`config.mk`:
```
export PLATFORM = sky130hd
export DESIGN_NAME = brgate_ctrl
export DESIGN_NICKNAME = d
export VERILOG_FILES = /design/src/rtl/brgate_pkg.sv /design/src/rtl/brgate_decode.sv /design/src/rtl/brgate_branch.sv /design/src/rtl/brgate_tree.sv /design/src/rtl/brgate_ctrl.sv
export SDC_FILE = /design/constraint.sdc
export NUM_CORES = 1
export LEC_CHECK = 0
export ABC_AREA = 1
export BUFFER_PORTS_ARGS = -buffer_cell sky130_fd_sc_hd__buf_2
export CAP_MARGIN = 20
export CORE_ASPECT_RATIO = 1.1
export CORE_UTILIZATION = 51
export CTS_BUF_LIST = sky130_fd_sc_hd__clkbuf_16
export CTS_CLUSTER_SIZE = 14
export DETAILED_ROUTE_END_ITERATION = 6
export PLACE_DENSITY = 0.9
export SLEW_MARGIN = 20
export SYNTH_ARGS = -nofsm -noshare
export SYNTH_HDL_FRONTEND = slang
export SYNTH_SLANG_ARGS = --single-unit
```
`constraint.sdc`:
```
create_clock -name clk -period 4.1 [get_ports clk]
set_clock_uncertainty 0.2 [all_clocks]
set_input_delay 0.615 -clock clk [delete_from_list [all_inputs] [get_ports clk]]
set_output_delay 0.615 -clock clk [all_outputs]
set_load 0.01 [all_outputs]
```
`src/rtl/brgate_pkg.sv`:
```
`timescale 1ns/1ps
package brgate_pkg;
   localparam int REG_W       = 32;
   localparam int RUN_POS     = 0;
   localparam int AUTO_POS    = 1;
   localparam int DIVREQ_POS  = 5;
   localparam int DIVSTAT_POS = 27;
   localparam int MAX_BR      = 64;
   localparam int MAP_FW      = 4;
   localparam int MAX_BASE    = 16;
   localparam logic [REG_W-1:0] LIVE_MASK = 32'h0800_0003;

   // nearest lower bus branch in the same base group, -1 when none
   function automatic int parent_of(input logic [MAX_BR-1:0] bus_mask,
                                    input logic [MAX_BR*MAP_FW-1:0] base_map,
                                    input int idx);
      int p;
      p = -1;
      for (int j = 0; j < idx; j++) begin
         if (bus_mask[j] && (base_map[j*MAP_FW +: MAP_FW] == base_map[idx*MAP_FW +: MAP_FW]))
            p = j;
      end
      return p;
   endfunction
endpackage

```
`src/rtl/brgate_decode.sv`:
```
`timescale 1ns/1ps
module brgate_decode #(
   parameter int N_BRANCH = 8,
   parameter int N_BASE   = 2,
   parameter int ADDR_W   = 8,
   parameter logic [brgate_pkg::MAX_BR*brgate_pkg::MAP_FW-1:0] BASE_X = '0
) (
   input  logic                                  clk,
   input  logic                                  rst_n,
   input  logic                                  req,
   input  logic                                  we,
   input  logic [ADDR_W-1:0]                     addr,
   input  logic [N_BASE-1:0]                     base_en,
   input  logic [N_BRANCH-1:0][brgate_pkg::REG_W-1:0] words,
   output logic [N_BRANCH-1:0]                   wr_sel,
   output logic                                  ack,
   output logic                                  err,
   output logic [brgate_pkg::REG_W-1:0]          rdata
);
   import brgate_pkg::*;
   localparam int IDX_W = ADDR_W - 2;

   logic [IDX_W-1:0]  idx;
   logic              aligned, in_range, base_ok, ok;
   logic [MAP_FW-1:0] grp;
   logic [REG_W-1:0]  sel_word;
   logic              ack_q, err_q;
   logic [REG_W-1:0]  rdata_q;

   always_comb begin
      idx      = addr[ADDR_W-1:2];
      aligned  = (addr[1:0] == 2'b00);
      in_range = 1'b0;
      grp      = '0;
      sel_word = '0;
      for (int i = 0; i < N_BRANCH; i++) begin
         if (idx == IDX_W'(i)) begin
            in_range = 1'b1;
            grp      = BASE_X[i*MAP_FW +: MAP_FW];
            sel_word = words[i];
         end
      end
      base_ok = 1'b0;
      for (int b = 0; b < N_BASE; b++) begin
         if (grp == MAP_FW'(b)) base_ok = base_en[b];
      end
      ok = aligned & in_range & base_ok;
      for (int i = 0; i < N_BRANCH; i++) begin
         wr_sel[i] = req & we & ok & (idx == IDX_W'(i));
      end
   end

   always_ff @(posedge clk) begin
      if (!rst_n) begin
         ack_q   <= 1'b0;
         err_q   <= 1'b0;
         rdata_q <= '0;
      end else begin
         ack_q   <= req & ok;
         err_q   <= req & ~ok;
         rdata_q <= (req & ok & ~we) ? sel_word : '0;
      end
   end

   assign ack   = ack_q;
   assign err   = err_q;
   assign rdata = rdata_q;
endmodule

```
`src/rtl/brgate_branch.sv`:
```
`timescale 1ns/1ps
module brgate_branch #(
   parameter bit HAS_DIV = 1'b0,
   parameter bit RST_RUN = 1'b0
) (
   input  logic                         clk,
   input  logic                         rst_n,
   input  logic                         wr_en,
   input  logic                         wr_run,
   input  logic                         wr_auto,
   input  logic                         wr_div,
   input  logic                         idle,
   input  logic                         ph,
   output logic                         gate,
   output logic                         perr,
   output logic                         div_mode,
   output logic [brgate_pkg::REG_W-1:0] rd_word
);
   import brgate_pkg::*;

   logic run_q, auto_q, gate_q, perr_q;
   logic bad_clear;
   logic div_stat;

   // clearing run is legal only once auto was set by an earlier write
   assign bad_clear = wr_en & run_q & ~wr_run & ~auto_q;

   always_ff @(posedge clk) begin
      if (!rst_n) begin
         run_q  <= RST_RUN;
         auto_q <= 1'b0;
         perr_q <= 1'b0;
         gate_q <= RST_RUN;
      end else begin
         if (wr_en) begin
            auto_q <= wr_auto;
            run_q  <= wr_run | bad_clear;
            perr_q <= bad_clear;
         end
         gate_q <= run_q & ~(auto_q & idle);
      end
   end

   generate
      if (HAS_DIV) begin : g_div
         logic req_q, sync1_q, sync2_q, mode_q;
         always_ff @(posedge clk) begin
            if (!rst_n) begin
               req_q   <= 1'b0;
               sync1_q <= 1'b0;
               sync2_q <= 1'b0;
               mode_q  <= 1'b0;
            end else begin
               if (wr_en) req_q <= wr_div;
               sync1_q <= req_q;
               sync2_q <= sync1_q;
               // switch only after a divided pulse so no short pulse appears
               if (ph) mode_q <= sync2_q;
            end
         end
         assign div_stat = sync2_q;
         assign div_mode = mode_q;
      end else begin : g_nodiv
         wire unused_div = wr_div ^ ph;
         assign div_stat = 1'b0;
         assign div_mode = 1'b0;
      end
   endgenerate

   always_comb begin
      rd_word              = '0;
      rd_word[RUN_POS]     = run_q;
      rd_word[AUTO_POS]    = auto_q;
      rd_word[DIVSTAT_POS] = div_stat;
   end

   assign gate = gate_q;
   assign perr = perr_q;
endmodule

```
`src/rtl/brgate_tree.sv`:
```
`timescale 1ns/1ps
module brgate_tree #(
   parameter int N_BRANCH = 8,
   parameter logic [brgate_pkg::MAX_BR-1:0] BUS_X = '0,
   parameter logic [brgate_pkg::MAX_BR*brgate_pkg::MAP_FW-1:0] BASE_X = '0
) (
   input  logic [N_BRANCH-1:0] gate,
   output logic [N_BRANCH-1:0] en
);
   generate
      if (BUS_X == '0) begin : g_flat
         assign en = gate;
      end else begin : g_hier
         always_comb begin
            en = gate;
            for (int i = 0; i < N_BRANCH; i++) begin
               if (brgate_pkg::parent_of(BUS_X, BASE_X, i) >= 0)
                  en[i] = gate[i] & en[brgate_pkg::parent_of(BUS_X, BASE_X, i)];
            end
         end
      end
   endgenerate
endmodule

```
`src/rtl/brgate_ctrl.sv`:
```
`timescale 1ns/1ps
module brgate_ctrl #(
   parameter int N_BRANCH = 8,
   parameter int N_BASE   = 2,
   parameter int ADDR_W   = 8,
   parameter logic [N_BRANCH-1:0]   DIV_MASK = 8'h44,
   parameter logic [N_BRANCH-1:0]   BUS_MASK = 8'h10,
   parameter logic [N_BRANCH-1:0]   RST_RUN  = 8'h0F,
   parameter logic [4*N_BRANCH-1:0] BASE_MAP = 32'h1111_0000
) (
   input  logic                 clk,
   input  logic                 rst_n,
   input  logic [N_BASE-1:0]    base_en,
   input  logic [N_BRANCH-1:0]  idle,
   input  logic                 req,
   input  logic                 we,
   input  logic [ADDR_W-1:0]    addr,
   input  logic [31:0]          wdata,
   output logic                 ack,
   output logic                 err,
   output logic [31:0]          rdata,
   output logic [N_BRANCH-1:0]  branch_en,
   output logic [N_BRANCH-1:0]  div_stb,
   output logic [N_BRANCH-1:0]  proto_err
);
   import brgate_pkg::*;

   localparam logic [MAX_BR-1:0]        BUS_X  = MAX_BR'(BUS_MASK);
   localparam logic [MAX_BR*MAP_FW-1:0] BASE_X = (MAX_BR*MAP_FW)'(BASE_MAP);

   // elaboration-time parameter checks
   if (N_BRANCH < 1 || N_BRANCH > MAX_BR) begin : g_bad_n
      $error("brgate_ctrl: N_BRANCH out of range");
   end
   if (N_BASE < 1 || N_BASE > MAX_BASE) begin : g_bad_base
      $error("brgate_ctrl: N_BASE out of range");
   end
   if (ADDR_W < 3 || ADDR_W > 31 || (64'(1) << (ADDR_W - 2)) < 64'(N_BRANCH)) begin : g_bad_aw
      $error("brgate_ctrl: ADDR_W too small for the branch count");
   end
   for (genvar g = 0; g < N_BRANCH; g++) begin : g_map_chk
      if (int'(BASE_MAP[g*MAP_FW +: MAP_FW]) >= N_BASE) begin : g_bad_map
         $error("brgate_ctrl: BASE_MAP names a missing base group");
      end
   end

   logic [N_BRANCH-1:0]            wr_sel;
   logic [N_BRANCH-1:0][REG_W-1:0] words;
   logic [N_BRANCH-1:0]            gate, mode;
   logic                           ph_q;

   wire unused_wd = ^{wdata[31:6], wdata[4:2]};

   always_ff @(posedge clk) begin
      if (!rst_n) ph_q <= 1'b0;
      else        ph_q <= ~ph_q;
   end

   brgate_decode #(
      .N_BRANCH (N_BRANCH),
      .N_BASE   (N_BASE),
      .ADDR_W   (ADDR_W),
      .BASE_X   (BASE_X)
   ) u_dec (
      .clk     (clk),
      .rst_n   (rst_n),
      .req     (req),
      .we      (we),
      .addr    (addr),
      .base_en (base_en),
      .words   (words),
      .wr_sel  (wr_sel),
      .ack     (ack),
      .err     (err),
      .rdata   (rdata)
   );

   for (genvar i = 0; i < N_BRANCH; i++) begin : g_br
      brgate_branch #(
         .HAS_DIV (DIV_MASK[i]),
         .RST_RUN (RST_RUN[i])
      ) u_br (
         .clk      (clk),
         .rst_n    (rst_n),
         .wr_en    (wr_sel[i]),
         .wr_run   (wdata[RUN_POS]),
         .wr_auto  (wdata[AUTO_POS]),
         .wr_div   (wdata[DIVREQ_POS]),
         .idle     (idle[i]),
         .ph       (ph_q),
         .gate     (gate[i]),
         .perr     (proto_err[i]),
         .div_mode (mode[i]),
         .rd_word  (words[i])
      );
      assign div_stb[i] = branch_en[i] & (mode[i] ? ph_q : 1'b1);
   end

   brgate_tree #(
      .N_BRANCH (N_BRANCH),
      .BUS_X    (BUS_X),
      .BASE_X   (BASE_X)
   ) u_tree (
      .gate (gate),
      .en   (branch_en)
   );
endmodule

```
Yosys cells after proc, flatten, opt, wreduce, memory -nomap -nowiden
Cells that the tools add are included.

Register bits after elaboration: 75. Input port bits: 54. Output and inout bits: 58. Logic and storage cells: 174.

Eq/ne operators: 8. Mux-type cells: 24. Bitwise operators: 90. Reduce and logical (&&, ||, !) cells: 6.

Operator list (number): $mux 28 (5); $and 1x1->1 (60); $eq 6x3->1 const B (4); $not 1->1 (22); $mux 1 (16); $eq 6x2->1 const B (2); $reduce_or 9->1 (1); $or 1x1->1 (8); $eq 6x1->1 const B (1); $logic_not 6->1 (1); $mux 2 (3); $logic_not 4->1 (1); $reduce_or 3->1 (1); $logic_not 2->1 (1); $reduce_and 2->1 (1); $eq 1x1->1 const B (1).

Longest topological paths before layout
Gate-level depths: netlist (run 1).

Depth in word-level cells: 17. Mapped depth: 10. Mapped depth without buffers: 10.

Cells and area by module
A second synthesis (run 1) with hierarchy kept.

Cell total of the unflattened synthesis: 1087. Area total of the unflattened synthesis: 6785.3 um^2.

By module, submodules not included: brgate_decode (times used 1, cells each 592, area each 3143.0 um^2); brgate_branch (g_br[0].u_br ...) (times used 3, cells each 55, area each 414.1 um^2); brgate_branch (g_br[4].u_br ...) (times used 3, cells each 54, area each 399.1 um^2); brgate_branch (g_br[6].u_br) (times used 1, cells each 69, area each 526.8 um^2); brgate_branch (g_br[2].u_br) (times used 1, cells each 68, area each 514.2 um^2); brgate_ctrl (times used 1, cells each 20, area each 101.3 um^2); brgate_tree (times used 1, cells each 11, area each 60.1 um^2).

Least setup slack after synthesis (run 1)
No wires, ideal clock.

Path kind: in2reg. Start: input addr[7]. End: register g_br[7].u_br.auto_q. Setup time: 0.132 ns. Arrival: 1.478 ns. Data required time: 3.768 ns. Slack: 2.290 ns. Stages on the path: 7. Cell sequence: nor2_4 > o211ai_2 > nor2_4 > buf_8 > nand2_1 > o21ai_0 > a21oi_1.

Longest elaborated chain between the ends: 13.

RTL lines: start, declared (line brgate_ctrl.sv:17) `input logic [ADDR_W-1:0] addr,`; $logic_not 6->1 (line brgate_decode.sv:37) `if (idx == IDX_W'(i)) begin`; $mux 1 (8 in series) (line brgate_decode.sv:37); $and 1x1->1 (2 in series) (line brgate_decode.sv:47) `ok = aligned & in_range & base_ok;`; $and 1x1->1 (line brgate_decode.sv:49) `wr_sel[i] = req & we & ok & (idx == IDX_W'(i));`; $and 1x1->1 (*) (line brgate_decode.sv:49); end signal, assigned (line brgate_branch.sv:36) `auto_q <= wr_auto;`; end, declared (line brgate_branch.sv:21) `logic run_q, auto_q, gate_q, perr_q;`.

Every way passes the cells marked *; elsewhere a longest branch is shown, timed or not. A chain may end at the register's enable or synchronous reset.

Final worst setup path (run 1)
Start: input addr[7]. End: register g_br[4].u_br.perr_q.

Longest elaborated chain between the ends: 16.

RTL lines: $logic_not 6->1 (line brgate_decode.sv:37); $mux 1 (8 in series) (line brgate_decode.sv:37); $and 1x1->1 (2 in series) (line brgate_decode.sv:47); $and 1x1->1 (line brgate_decode.sv:49); $and 1x1->1 (*) (line brgate_decode.sv:49); $and 1x1->1 (3 in series) (line brgate_branch.sv:26) `assign bad_clear = wr_en & run_q & ~wr_run & ~auto_q;`; end signal, assigned (line brgate_branch.sv:38) `perr_q <= bad_clear;`; end, declared (line brgate_branch.sv:21).

Marks and branches as above.

==> results.py, run 1 <==
metrics = {
    "drt": {
        "ant_nets": 0,
        "drtPass1Iterations": 4,
        "avgViaCountPerCell": 4.818,
        "drc": 0,
        "routed_wl_mm": 4.981,
        "detailroute.via_count": 2173,
        "wl_per_cell_um": 11.04,
        "drt_iter0_markers": 110,
    },
    "clocking": {
        "cts_hold_buf": 0,
        "clock_transition_at_the_registers_of_the_reported_paths_ns": 0.06,
        "numCtsBuffers": 5,
        "clock-root-buffer": "sky130_fd_sc_hd__clkbuf_16",
        "cts_resized": 0,
        "cts_post_setup_buffers_inserted": 0,
        "cts.sink_count": 46,
        "clock_latency_ns": 0.29,
        "tritoncts": "built",
        "htreeDepth": 2,
        "ctsLongestPathBuffers": 2,
    },
    "floorplanning": {
        "die_area_sq_mm": 0.005274,
        "dieHeight_um": 76.07,
        "start_util_pct": 53.93,
        "die_x_um": 69.34,
        "fp.coreArea_sq_mm": 0.004717,
        "fp-row-count": 26,
        "io_pins": 112,
    },
    "critical_path": {
        "cp.required_ns": 4.09,
        "critPathKind": "in -> reg",
        "cp-startpoint": "addr[7]",
        "crit_path_top_delay_cell": "sky130_fd_sc_hd__nor2_4",
        "critical_path.startpoint_type": "input port",
        "cp_slowest_stage_delay_ns": 0.42,
        "path_common_cell": "sky130_fd_sc_hd__nor2_4",
        "endpoint_kind": "flip-flop",
        "timing.critical_path.cells": "buf_2 > nor2_4 > o211ai_2 > nor2_4 > nand4_1 > o21bai_1 > nor2_1",
        "critical_path_arrival_ns": 2.11,
        "path_max_fanout": 16,
        "critical_path.reg2reg.startpoint": "g_br[2].u_br.auto_q$_SDFFE_PN0P_",
    },
    "timing": {
        "timing_worst_slew_pin_value_ns": 0.6871,
        "relSlewSlack_pct": 54.14,
        "finalWorstPathRequiredPeriod_ns": 2.129,
        "timing.final.crit_share_pct": 51.94,
        "timing.hold.ws_ns": 0.2117,
        "setup_total_negative_slack_ns": 0,
        "setup_violations": 0,
        "achievable-frequency_mhz": 469.6,
        "hold_viol": 0,
        "rsz_0062_raised_after_global_routing": "no",
        "slew_viol_final": 0,
    },
    "power": {
        "power.clock.fraction_pct": 50.4,
        "share_of_total_power_consumed_by_net_switching_pct": 21.55,
        "totalPowerFinal_uw": 1038,
        "total_switching_power_uw": 223.8,
        "p_leak_uw": 0.001471,
        "power.density_mw_per_mm2": 375.2,
        "comb_power_share_pct": 6.4,
        "internal_power_uw": 814.6,
        "power_frac_seq_pct": 43.2,
        "ir_drop_uv": 335.1,
    },
    "hold_path": {
        "type_of_the_worst_min_delay_path": "reg -> reg",
        "timing.hold.worst.start": "g_br[6].u_br.g_div.sync1_q$_SDFF_PN0_",
    },
    "synthesis": {
        "synth_edf_count": 0,
        "postSynth.asyncResetShare_pct": 0,
        "synth.distinct_cells": 26,
        "yosys.area.top_type": "sky130_fd_sc_hd__dfxtp_1",
        "ys_seq_area_share_pct": 36.20,
        "ys_seq_elements": 46,
        "synthesis.area_sq_mm": 0.002544,
        "syn_avg_cell_area_sq_um": 7.007,
        "synth_largest_type_area_fraction_pct": 36.20,
        "cells_after_synth": 363,
        "synthTopCellsByArea": "sky130_fd_sc_hd__dfxtp_1, sky130_fd_sc_hd__buf_4, sky130_fd_sc_hd__nand2_1",
        "synth-warning-count": 0,
        "top_cell_types_by_occurrence_after_synthesis": "sky130_fd_sc_hd__nand2_1, sky130_fd_sc_hd__inv_1, sky130_fd_sc_hd__buf_4, sky130_fd_sc_hd__nor2_1, sky130_fd_sc_hd__dfxtp_1",
        "yosys_most_used_dff": "sky130_fd_sc_hd__dfxtp_1",
        "yosysMostFrequentCell": "sky130_fd_sc_hd__nand2_1",
    },
    "final_layout": {
        "diodes": 0,
        "synthToLayoutAreaGrowth_pct": 8.805,
        "drive_gt1_share_pct": 18.48,
        "design.final.nets": 448,
        "final_util_pct": 58.67,
    },
    "status": {
        "outcome": "finished clean",
    },
    "run": {
        "timing.max_cap.violations": 0,
    },
    "global_routing": {
        "grt_util_all_layers_pct": 19.95,
        "via_count_of_the_first_global_routing_pass": 1969,
        "grt_start_max_net_pins": 24,
        "grt_antenna_before_repair": 0,
        "grt_first_pass_wirelength_mm": 8.424,
        "overflow": 0,
    },
    "place": {
        "hpwlAfterDp_mm": 3.620,
        "numPortBuffers": 53,
        "routabilityCongestion": 0.9158,
    },
}
[kinds of logic (layout without fill, tap and decap cells)]
kind of cell / Yosys count / count (layout) / synth area share (%)
flops: 46 / 46 / 36.20
buf+inv: 109 / 113 / 23.81
simple gates: 173 / 173 / 31.48
other cells: 1 / 29 / 0.1474
compound gates: 34 / 34 / 8.362
[state kept, by name (all words and copies together) (netlist names)]
register                 flops
g_br.u_br.auto_q             8
g_br.u_br.div_mode           2
g_br.u_br.div_stat           2
g_br.u_br.g_div.req_q        2
g_br.u_br.g_div.sync1_q      2
g_br.u_br.gate               8
g_br.u_br.perr               8
g_br.u_br.run_q              8
ph_q                         1
u_dec.ack                    1
u_dec.err                    1
u_dec.rdata                  3
[routing by layer]
metal  wire, um  vias up  GRT usage (%)
li1           -     1109              -
met1       2048      982          22.33
met2       2504       75          34.95
met3        342        7          5.026
met4         86        0          9.592
met5          0        -              0
[area by class of cell]
| type | count | area (sq um) |
|---|---|---|
| sequential | 46 | 920.9 |
| multi-input combinational | 236 | 1122 |
| inverter | 52 | 195.2 |
| fill | 438 | 1949 |
| clock inverter | 3 | 68.82 |
| tap | 56 | 70.07 |
| timing repair buffer | 53 | 265.3 |
| clock buffer | 5 | 125.1 |
[power by group through the flow]
stage	Sequential (uW)	Clock, uW	Combinational, uW
after detailed placement	459	0	64.7
after floorplan	459	0	64.1
after global routing	449	550	72.9
after global placement	459	0	63.5
final	449	523	66.1
after CTS	449	529	64.9
[cell usage in the layout, fill, tap and decap left out]
master                       n
sky130_fd_sc_hd__nand2_1    87
sky130_fd_sc_hd__buf_2      53
sky130_fd_sc_hd__inv_1      52
sky130_fd_sc_hd__nor2_1     47
sky130_fd_sc_hd__dfxtp_1    46
sky130_fd_sc_hd__conb_1     29
sky130_fd_sc_hd__nand3_1    14
sky130_fd_sc_hd__a21oi_1    11
sky130_fd_sc_hd__nand4_1     9
sky130_fd_sc_hd__o21bai_1    7
sky130_fd_sc_hd__o21ai_0     7
sky130_fd_sc_hd__nor3_1      5
sky130_fd_sc_hd__clkbuf_16   5
sky130_fd_sc_hd__a211oi_1    4
sky130_fd_sc_hd__nor2_2      3
sky130_fd_sc_hd__nand4_4     3
sky130_fd_sc_hd__nor2_4      2
sky130_fd_sc_hd__nand4_2     2
sky130_fd_sc_hd__bufinv_16   2
sky130_fd_sc_hd__a21boi_0    1
sky130_fd_sc_hd__o211ai_2    1
sky130_fd_sc_hd__o211ai_1    1
sky130_fd_sc_hd__o21ai_1     1
sky130_fd_sc_hd__nor3_4      1
sky130_fd_sc_hd__a22oi_1     1
sky130_fd_sc_hd__clkinv_4    1
[stage by stage]
step / std cells / setup slack, ns / area, sq um
after global placement: 443 / 1.743 / 2574
after floorplan: 391 / 2.290 / 2649
after CTS: 451 / 1.980 / 2768
after detailed placement: 443 / 1.674 / 2574
after global routing: 451 / 1.857 / 2768
final: 451 / 1.971 / 2768
[path summary, 6_finish.rpt]
check                                                        end  slack [ns]  cells after the start
worst max-delay path              g_br[4].u_br.perr$_SDFFE_PN0P_        1.97                      7
worst min register to register  g_br[6].u_br.div_stat$_SDFF_PN0_        0.21                      2
worst max register to register         u_dec.rdata[1]$_SDFF_PN0_        2.93                      6
worst min-delay path            g_br[6].u_br.div_stat$_SDFF_PN0_        0.21                      2
[critical path, delay by kind of cell]
kind            cells  cell delay [ns]
compound gates      2             0.36
buf+inv             1             0.12
simple gates        4             1.00
Power figures use the tool's default switching activity.
==> run 2, diff against run 1 <==
--- a/config.mk
+++ b/config.mk
@@ -9,11 +9,11 @@
 export BUFFER_PORTS_ARGS = -buffer_cell sky130_fd_sc_hd__buf_2
 export CAP_MARGIN = 20
 export CORE_ASPECT_RATIO = 1.1
-export CORE_UTILIZATION = 51
+export CORE_UTILIZATION = 47
 export CTS_BUF_LIST = sky130_fd_sc_hd__clkbuf_16
 export CTS_CLUSTER_SIZE = 14
 export DETAILED_ROUTE_END_ITERATION = 6
-export PLACE_DENSITY = 0.9
+export PLACE_DENSITY = 0.85
 export SLEW_MARGIN = 20
 export SYNTH_ARGS = -nofsm -noshare
 export SYNTH_HDL_FRONTEND = slang
==> constraint.sdc (replaced) <==
create_clock -name clk -period 2 [get_ports clk]
set_clock_uncertainty 0.2 [all_clocks]
set_input_delay 0.3 -clock clk [delete_from_list [all_inputs] [get_ports clk]]
set_output_delay 0.3 -clock clk [all_outputs]
set_load 0.01 [all_outputs]
==> run 2 against run 1 <==
Against the previous run: global-route usage decreased by 0.22 points; first-iteration DRC count shrank 7.3%; worst hold slack worse by 0.21 ns; clock power grew 57%; register-to-register slack worse by 2.1 ns; critical path type unchanged; largest power group is now registers; highest routed layer unchanged.
==> results.py, run 2 (synthesized netlist as in run 1, its figures left out) <==
metrics = {
    "drt": {
        "ant_nets": 0,
        "drtPass1Iterations": 4,
        "routed_wl_mm": 5.259,
        "detailroute.via_count": 2190,
        "drc": 0,
        "wl_per_cell_um": 11.07,
        "avgViaCountPerCell": 4.611,
        "drt_iter0_markers": 102,
    },
    "critical_path": {
        "endpoint_kind": "flip-flop",
        "regToRegSetupSlack_ns": 0.84,
        "critPathKind": "in -> reg",
        "cp-startpoint": "addr[7]",
        "critical_path.reg2reg.startpoint": "g_br[2].u_br.auto_q$_SDFFE_PN0P_",
        "critical_path.startpoint_type": "input port",
        "cp.required_ns": 1.98,
        "critical_path_arrival_ns": 1.59,
        "worst_r2r_path_depth": 6,
        "path_max_fanout": 12,
        "worstReg2RegEnd": "u_dec.rdata[1]$_SDFF_PN0_",
    },
    "place": {
        "numPortBuffers": 53,
        "hpwlAfterDp_mm": 3.864,
        "place.detailed.instances": 464,
        "routabilityCongestion": 0.8978,
        "dpl-instance-area_sq_mm": 0.002631,
    },
    "hold_path": {
        "type_of_the_worst_min_delay_path": "in -> reg",
        "timing.hold.worst.start": "idle[5]",
        "worstHoldEndpoint": "g_br[5].u_br.gate$_SDFF_PN0_",
        "holdPathStages": 2,
    },
    "global_routing": {
        "grt_antenna_before_repair": 0,
        "grt_util_all_layers_pct": 19.73,
        "overflow": 0,
        "grt_start_max_net_pins": 23,
        "via_count_of_the_first_global_routing_pass": 2030,
        "grt_first_pass_wirelength_mm": 8.721,
    },
    "power": {
        "power.density_mw_per_mm2": 671.1,
        "ir_drop_uv": 372.7,
        "p_leak_uw": 0.001485,
    },
    "final_layout": {
        "diodes": 0,
        "design.final.nets": 456,
        "non_filler_instance_count_after_layout": 475,
        "leading_cell_types_in_the_layout_fill_and_taps_excluded": "sky130_fd_sc_hd__nand2_1, sky130_fd_sc_hd__buf_2, sky130_fd_sc_hd__inv_1",
        "layout_commonest_cell": "sky130_fd_sc_hd__nand2_1",
        "synthToLayoutAreaGrowth_pct": 10.38,
        "non_filler_cell_area_final_sq_mm": 0.002808,
        "drive_gt1_share_pct": 19.35,
    },
    "timing": {
        "achievable-frequency_mhz": 621.7,
        "setup_violations": 0,
        "timing.hold.ws_ns": 0.004264,
        "finalWorstPathRequiredPeriod_ns": 1.609,
        "timing.final.crit_share_pct": 80.43,
        "setup_total_negative_slack_ns": 0,
        "slew_viol_final": 0,
        "hold_viol": 0,
        "rsz_0062_raised_after_global_routing": "no",
    },
    "clocking": {
        "clock_latency_ns": 0.29,
        "tritoncts": "built",
        "numCtsBuffers": 5,
        "cts.sink_count": 46,
        "clock-root-buffer": "sky130_fd_sc_hd__clkbuf_16",
        "cts_post_setup_buffers_inserted": 0,
        "htreeDepth": 2,
        "cts_resized": 0,
        "ctsLongestPathBuffers": 2,
        "clock_transition_at_the_registers_of_the_reported_paths_ns": 0.06,
    },
    "floorplanning": {
        "fp.coreArea_sq_mm": 0.005101,
        "start_util_pct": 49.87,
        "fp-row-count": 27,
        "dieHeight_um": 79.16,
        "die_x_um": 72.15,
        "die_area_sq_mm": 0.005711,
        "io_pins": 112,
    },
    "status": {
        "outcome": "finished clean",
    },
    "run": {
        "timing.max_cap.violations": 0,
    },
}
## run 2: cell types whose count changed in the layout (fill, tap and decap cells not counted), sizes merged
cell	before	now
bufinv	2	0
clkinv	1	2
buf	53	58
dlygate4sd3	0	3
clkinvlp	0	1
## run 2: metrics by stage
step	util (%)	setup WS, ns	total power, uW
2_1_floorplan	-	0.5051	1073
5_1_grt	55.04	0.2909	1959
4_1_cts	55.04	0.4065	1899
3_5_place_dp	51.58	0.09630	1079
3_3_place_gp	51.58	0.1726	1076
6_report	55.04	0.3915	1884
## run 2: final cells by class
| type | count | area [sq um] |
|---|---|---|
| fill | 504 | 2293 |
| timing repair buffer | 61 | 332.8 |
| clock inverter | 3 | 21.27 |
| sequential | 46 | 920.9 |
| multi-input combinational | 236 | 1122 |
| inverter | 52 | 195.2 |
| clock buffer | 5 | 125.1 |
| tap | 72 | 90.09 |
## run 2: worst max-delay path by stage
stage	endpoint	cells after the start
final	g_br[4].u_br.perr$_SDFFE_PN0P_	7
after global routing	g_br[3].u_br.run_q$_SDFFE_PN1P_	7
after CTS	div_stb[2]	3
after detailed placement	g_br[4].u_br.perr$_SDFFE_PN0P_	7
after global placement	g_br[3].u_br.run_q$_SDFFE_PN1P_	7
after floorplan	g_br[7].u_br.auto_q$_SDFFE_PN0P_	7
## run 2: report_power, final
group,switching [uW],internal [uW],total (uW)
Clock,357,463,819
Combinational,104,41.0,145
Sequential,1.70,919,920
## run 2: critical path, stage by stage
cell,delay [ns]
sky130_fd_sc_hd__buf_2,0.12
sky130_fd_sc_hd__nor2_4,0.19
sky130_fd_sc_hd__o211ai_2,0.13
sky130_fd_sc_hd__nor2_4,0.28
sky130_fd_sc_hd__nand4_1,0.29
sky130_fd_sc_hd__o21bai_1,0.22
sky130_fd_sc_hd__nor2_1,0.05
## run 2: timing repair
item,in CTS,in global routing
hold buffers,3,0
hold endpoints to repair,3,0
endpoints found under the setup margin,0,0
## run 2: layer usage
| metal | vias to the layer above | routed length (um) | global-route usage [%] |
|---|---|---|---|
| met1 | 976 | 2129 | 22.06 |
| li1 | 1125 | - | - |
| met5 | - | 0 | 0 |
| met3 | 12 | 351 | 5.711 |
| met2 | 77 | 2672 | 34.39 |
| met4 | 0 | 105 | 8.627 |
==> run 3, diff against run 2 <==
==> constraint.sdc (replaced) <==
create_clock -name clk -period 1.5 [get_ports clk]
set_clock_uncertainty 0.2 [all_clocks]
set_input_delay 0.225 -clock clk [delete_from_list [all_inputs] [get_ports clk]]
set_output_delay 0.225 -clock clk [all_outputs]
set_load 0.01 [all_outputs]
==> run 3 against run 2 <==
Against the previous run: global-route usage rose by 0.98 points; routed wire length rose by 1.8%; via count rose by 3.0%; first-iteration DRC count fell by 8.8%; non-clock buffer count rose by 25; clock power rose by 54%; utilization rose by 5.0 points.
==> results.py, run 3 (synthesized netlist as in run 1, its figures left out) <==
metrics = {
    "global_routing": {
        "groute.layer.met2.usage_pct": 36.73,
        "use_met3_pct": 4.949,
        "grt_start_max_net_pins": 16,
        "grt_util_all_layers_pct": 20.71,
        "overflow": 0,
        "grt_use_met1_pct": 23.53,
        "grt_first_pass_wirelength_mm": 9.259,
        "grt_antenna_before_repair": 0,
        "global_route.peak_usage_layer": "met2",
        "via_count_of_the_first_global_routing_pass": 2157,
    },
    "drt": {
        "ant_nets": 0,
        "drt_iter0_markers": 93,
        "wl_per_cell_um": 10.70,
        "detailroute.via_count": 2256,
        "drtPass1Iterations": 4,
        "avgViaCountPerCell": 4.512,
        "drc": 0,
        "routed_wl_mm": 5.352,
    },
    "critical_path": {
        "path_max_fanout": 5,
        "timing.critical_path.cells": "buf_2 > nor2_4 > buf_4 > nand2_1 > nor2_2 > nand3_1 > inv_1 > nand2_1 > a21oi_1",
        "critical_path_arrival_ns": 1.42,
        "critical_path.startpoint_type": "input port",
        "critical_path.reg2reg.startpoint": "g_br[2].u_br.auto_q$_SDFFE_PN0P_",
        "path_common_cell": "sky130_fd_sc_hd__nand2_1",
        "crit_path_top_delay_cell": "sky130_fd_sc_hd__nor2_2",
        "critPathKind": "in -> reg",
        "worst_r2r_path_depth": 6,
        "cp_slowest_stage_delay_ns": 0.21,
        "cp.required_ns": 1.52,
        "worstReg2RegEnd": "u_dec.rdata[1]$_SDFF_PN0_",
        "endpoint_kind": "flip-flop",
        "regToRegSetupSlack_ns": 0.30,
        "top_cell_family_by_delay_on_the_critical_path": "simple AND/OR/NAND/NOR gates",
        "critical_path.n_buffers_inverters": 3,
    },
    "timing": {
        "setup_violations": 0,
        "hold_viol": 0,
        "postLayoutSetupSlackWorst_ns": 0.1020,
        "timing.final.crit_share_pct": 93.20,
        "finalWorstPathRequiredPeriod_ns": 1.398,
        "slew_viol_final": 0,
        "achievable-frequency_mhz": 715.3,
        "rsz_0062_raised_after_global_routing": "yes",
    },
    "floorplanning": {
        "io_pins": 112,
        "die_x_um": 72.15,
        "fp-row-count": 27,
        "start_util_pct": 49.87,
        "die_area_sq_mm": 0.005711,
        "dieHeight_um": 79.16,
        "fp.coreArea_sq_mm": 0.005101,
    },
    "clocking": {
        "clock_transition_at_the_registers_of_the_reported_paths_ns": 0.06,
        "numCtsBuffers": 5,
        "htreeDepth": 2,
        "ctsLongestPathBuffers": 2,
        "tritoncts": "built",
        "clock_latency_ns": 0.29,
        "cts.sink_count": 46,
        "clock-root-buffer": "sky130_fd_sc_hd__clkbuf_16",
    },
    "place": {
        "numPortBuffers": 53,
        "hpwlAfterDp_mm": 4.068,
        "routabilityCongestion": 0.8592,
        "dpl-instance-area_sq_mm": 0.002799,
        "dpl_worst_slack_ns": -0.2024,
    },
    "status": {
        "outcome": "finished clean",
    },
    "hold_path": {
        "worstHoldEndpoint": "g_br[2].u_br.g_div.req_q$_SDFFE_PN0P_",
        "holdPathStages": 3,
        "type_of_the_worst_min_delay_path": "in -> reg",
        "timing.hold.worst.start": "wdata[5]",
    },
    "power": {
        "power.clock.fraction_pct": 46.2,
        "internal_power_uw": 2103,
        "share_of_total_power_consumed_by_net_switching_pct": 22.66,
        "power_frac_seq_pct": 45.1,
        "comb_power_share_pct": 8.7,
        "power.density_mw_per_mm2": 888.4,
        "total_switching_power_uw": 616.2,
        "ir_drop_uv": 461.3,
        "p_leak_uw": 0.001629,
    },
    "final_layout": {
        "diodes": 0,
        "drive_gt1_share_pct": 23.83,
        "fillerInstances": 466,
        "non_filler_cell_area_final_sq_mm": 0.003060,
        "layout_commonest_cell": "sky130_fd_sc_hd__nand2_1",
        "synthToLayoutAreaGrowth_pct": 20.31,
        "design.final.nets": 481,
        "leading_cell_types_in_the_layout_fill_and_taps_excluded": "sky130_fd_sc_hd__nand2_1, sky130_fd_sc_hd__buf_2, sky130_fd_sc_hd__inv_1",
    },
    "run": {
        "timing.max_cap.violations": 0,
    },
}
run 3: cell types whose count changed in the layout (fill, tap and decap cells not counted), sizes merged:
cell         before  now
buf              58   79
bufinv            0    1
clkinv            2    1
clkinvlp          1    0
dlygate4sd3       3    7
inv              52   53
run 3: final cells by class:
cell class                 count  area (sq um)  share of cell area (%)
multi-input combinational    236          1127                   36.84
tap                           72         90.09                   2.944
sequential                    46         923.4                   30.17
clock inverter                 3         43.79                   1.431
inverter                      52         195.2                   6.378
clock buffer                   5         125.1                   4.088
timing repair buffer          86         555.5                   18.15
run 3: worst reg2reg max path, cell delays in order, from the launching register on:
cell	delay (ns)
sky130_fd_sc_hd__dfxtp_1	0.35
sky130_fd_sc_hd__nand4_1	0.10
sky130_fd_sc_hd__nand3_1	0.09
sky130_fd_sc_hd__nor2_1	0.15
sky130_fd_sc_hd__nand4_1	0.11
sky130_fd_sc_hd__nand2_1	0.08
sky130_fd_sc_hd__inv_1	0.03
run 3: metrics by stage:
step | cells | hold slack [ns] | setup TNS, ns | total power (uW) | util (%)
global route | 500 | 0.01003 | -0.02710 | 2821 | 60.00
finish | 500 | 0.007912 | 0 | 2719 | 60.00
floorplan | 391 | 0.1230 | 0 | 1430 | -
global placement | 483 | 0.1939 | -2.811 | 1469 | 54.87
CTS | 498 | 0.01200 | 0 | 2731 | 59.55
detailed placement | 483 | 0.2076 | -3.945 | 1473 | 54.87
run 3: power by group through the flow:
stage / registers (uW) / logic, uW / clock network (uW)
3_3_place_gp: 1250 / 214 / 0
4_1_cts: 1230 / 233 / 1270
5_1_grt: 1230 / 262 / 1330
6_report: 1230 / 236 / 1260
2_1_floorplan: 1260 / 175 / 0
3_5_place_dp: 1250 / 218 / 0
run 3: worst max path at each step:
stage,endpoint,start,slack (ns),cells after the start
finish,g_br[2].u_br.auto_q$_SDFFE_PN0P_,addr[7],0.10,9
global route,g_br[2].u_br.auto_q$_SDFFE_PN0P_,addr[7],-0.02,9
CTS,div_stb[6],g_br[4].u_br.gate$_SDFF_PN0_,0.04,3
detailed placement,g_br[2].u_br.g_div.req_q$_SDFFE_PN0P_,addr[7],-0.20,9
global placement,g_br[3].u_br.run_q$_SDFFE_PN1P_,addr[7],-0.15,8
floorplan,g_br[7].u_br.auto_q$_SDFFE_PN0P_,addr[7],0.08,7
run 3: routing by layer:
metal  part of all wire (%)  vias up  wire length (um)
met3                    4.6       16               246
met5                      0        -                 0
met1                     43     1000              2313
li1                       -     1176                 -
met2                     50       64              2664
met4                    2.4        0               128
run 3: timing repair:
item                       CTS  global route
gates resized for setup      0             5
hold endpoints to repair     7             0
setup buffers                0             2
hold buffers                 7             0
setup endpoints to repair    0             6
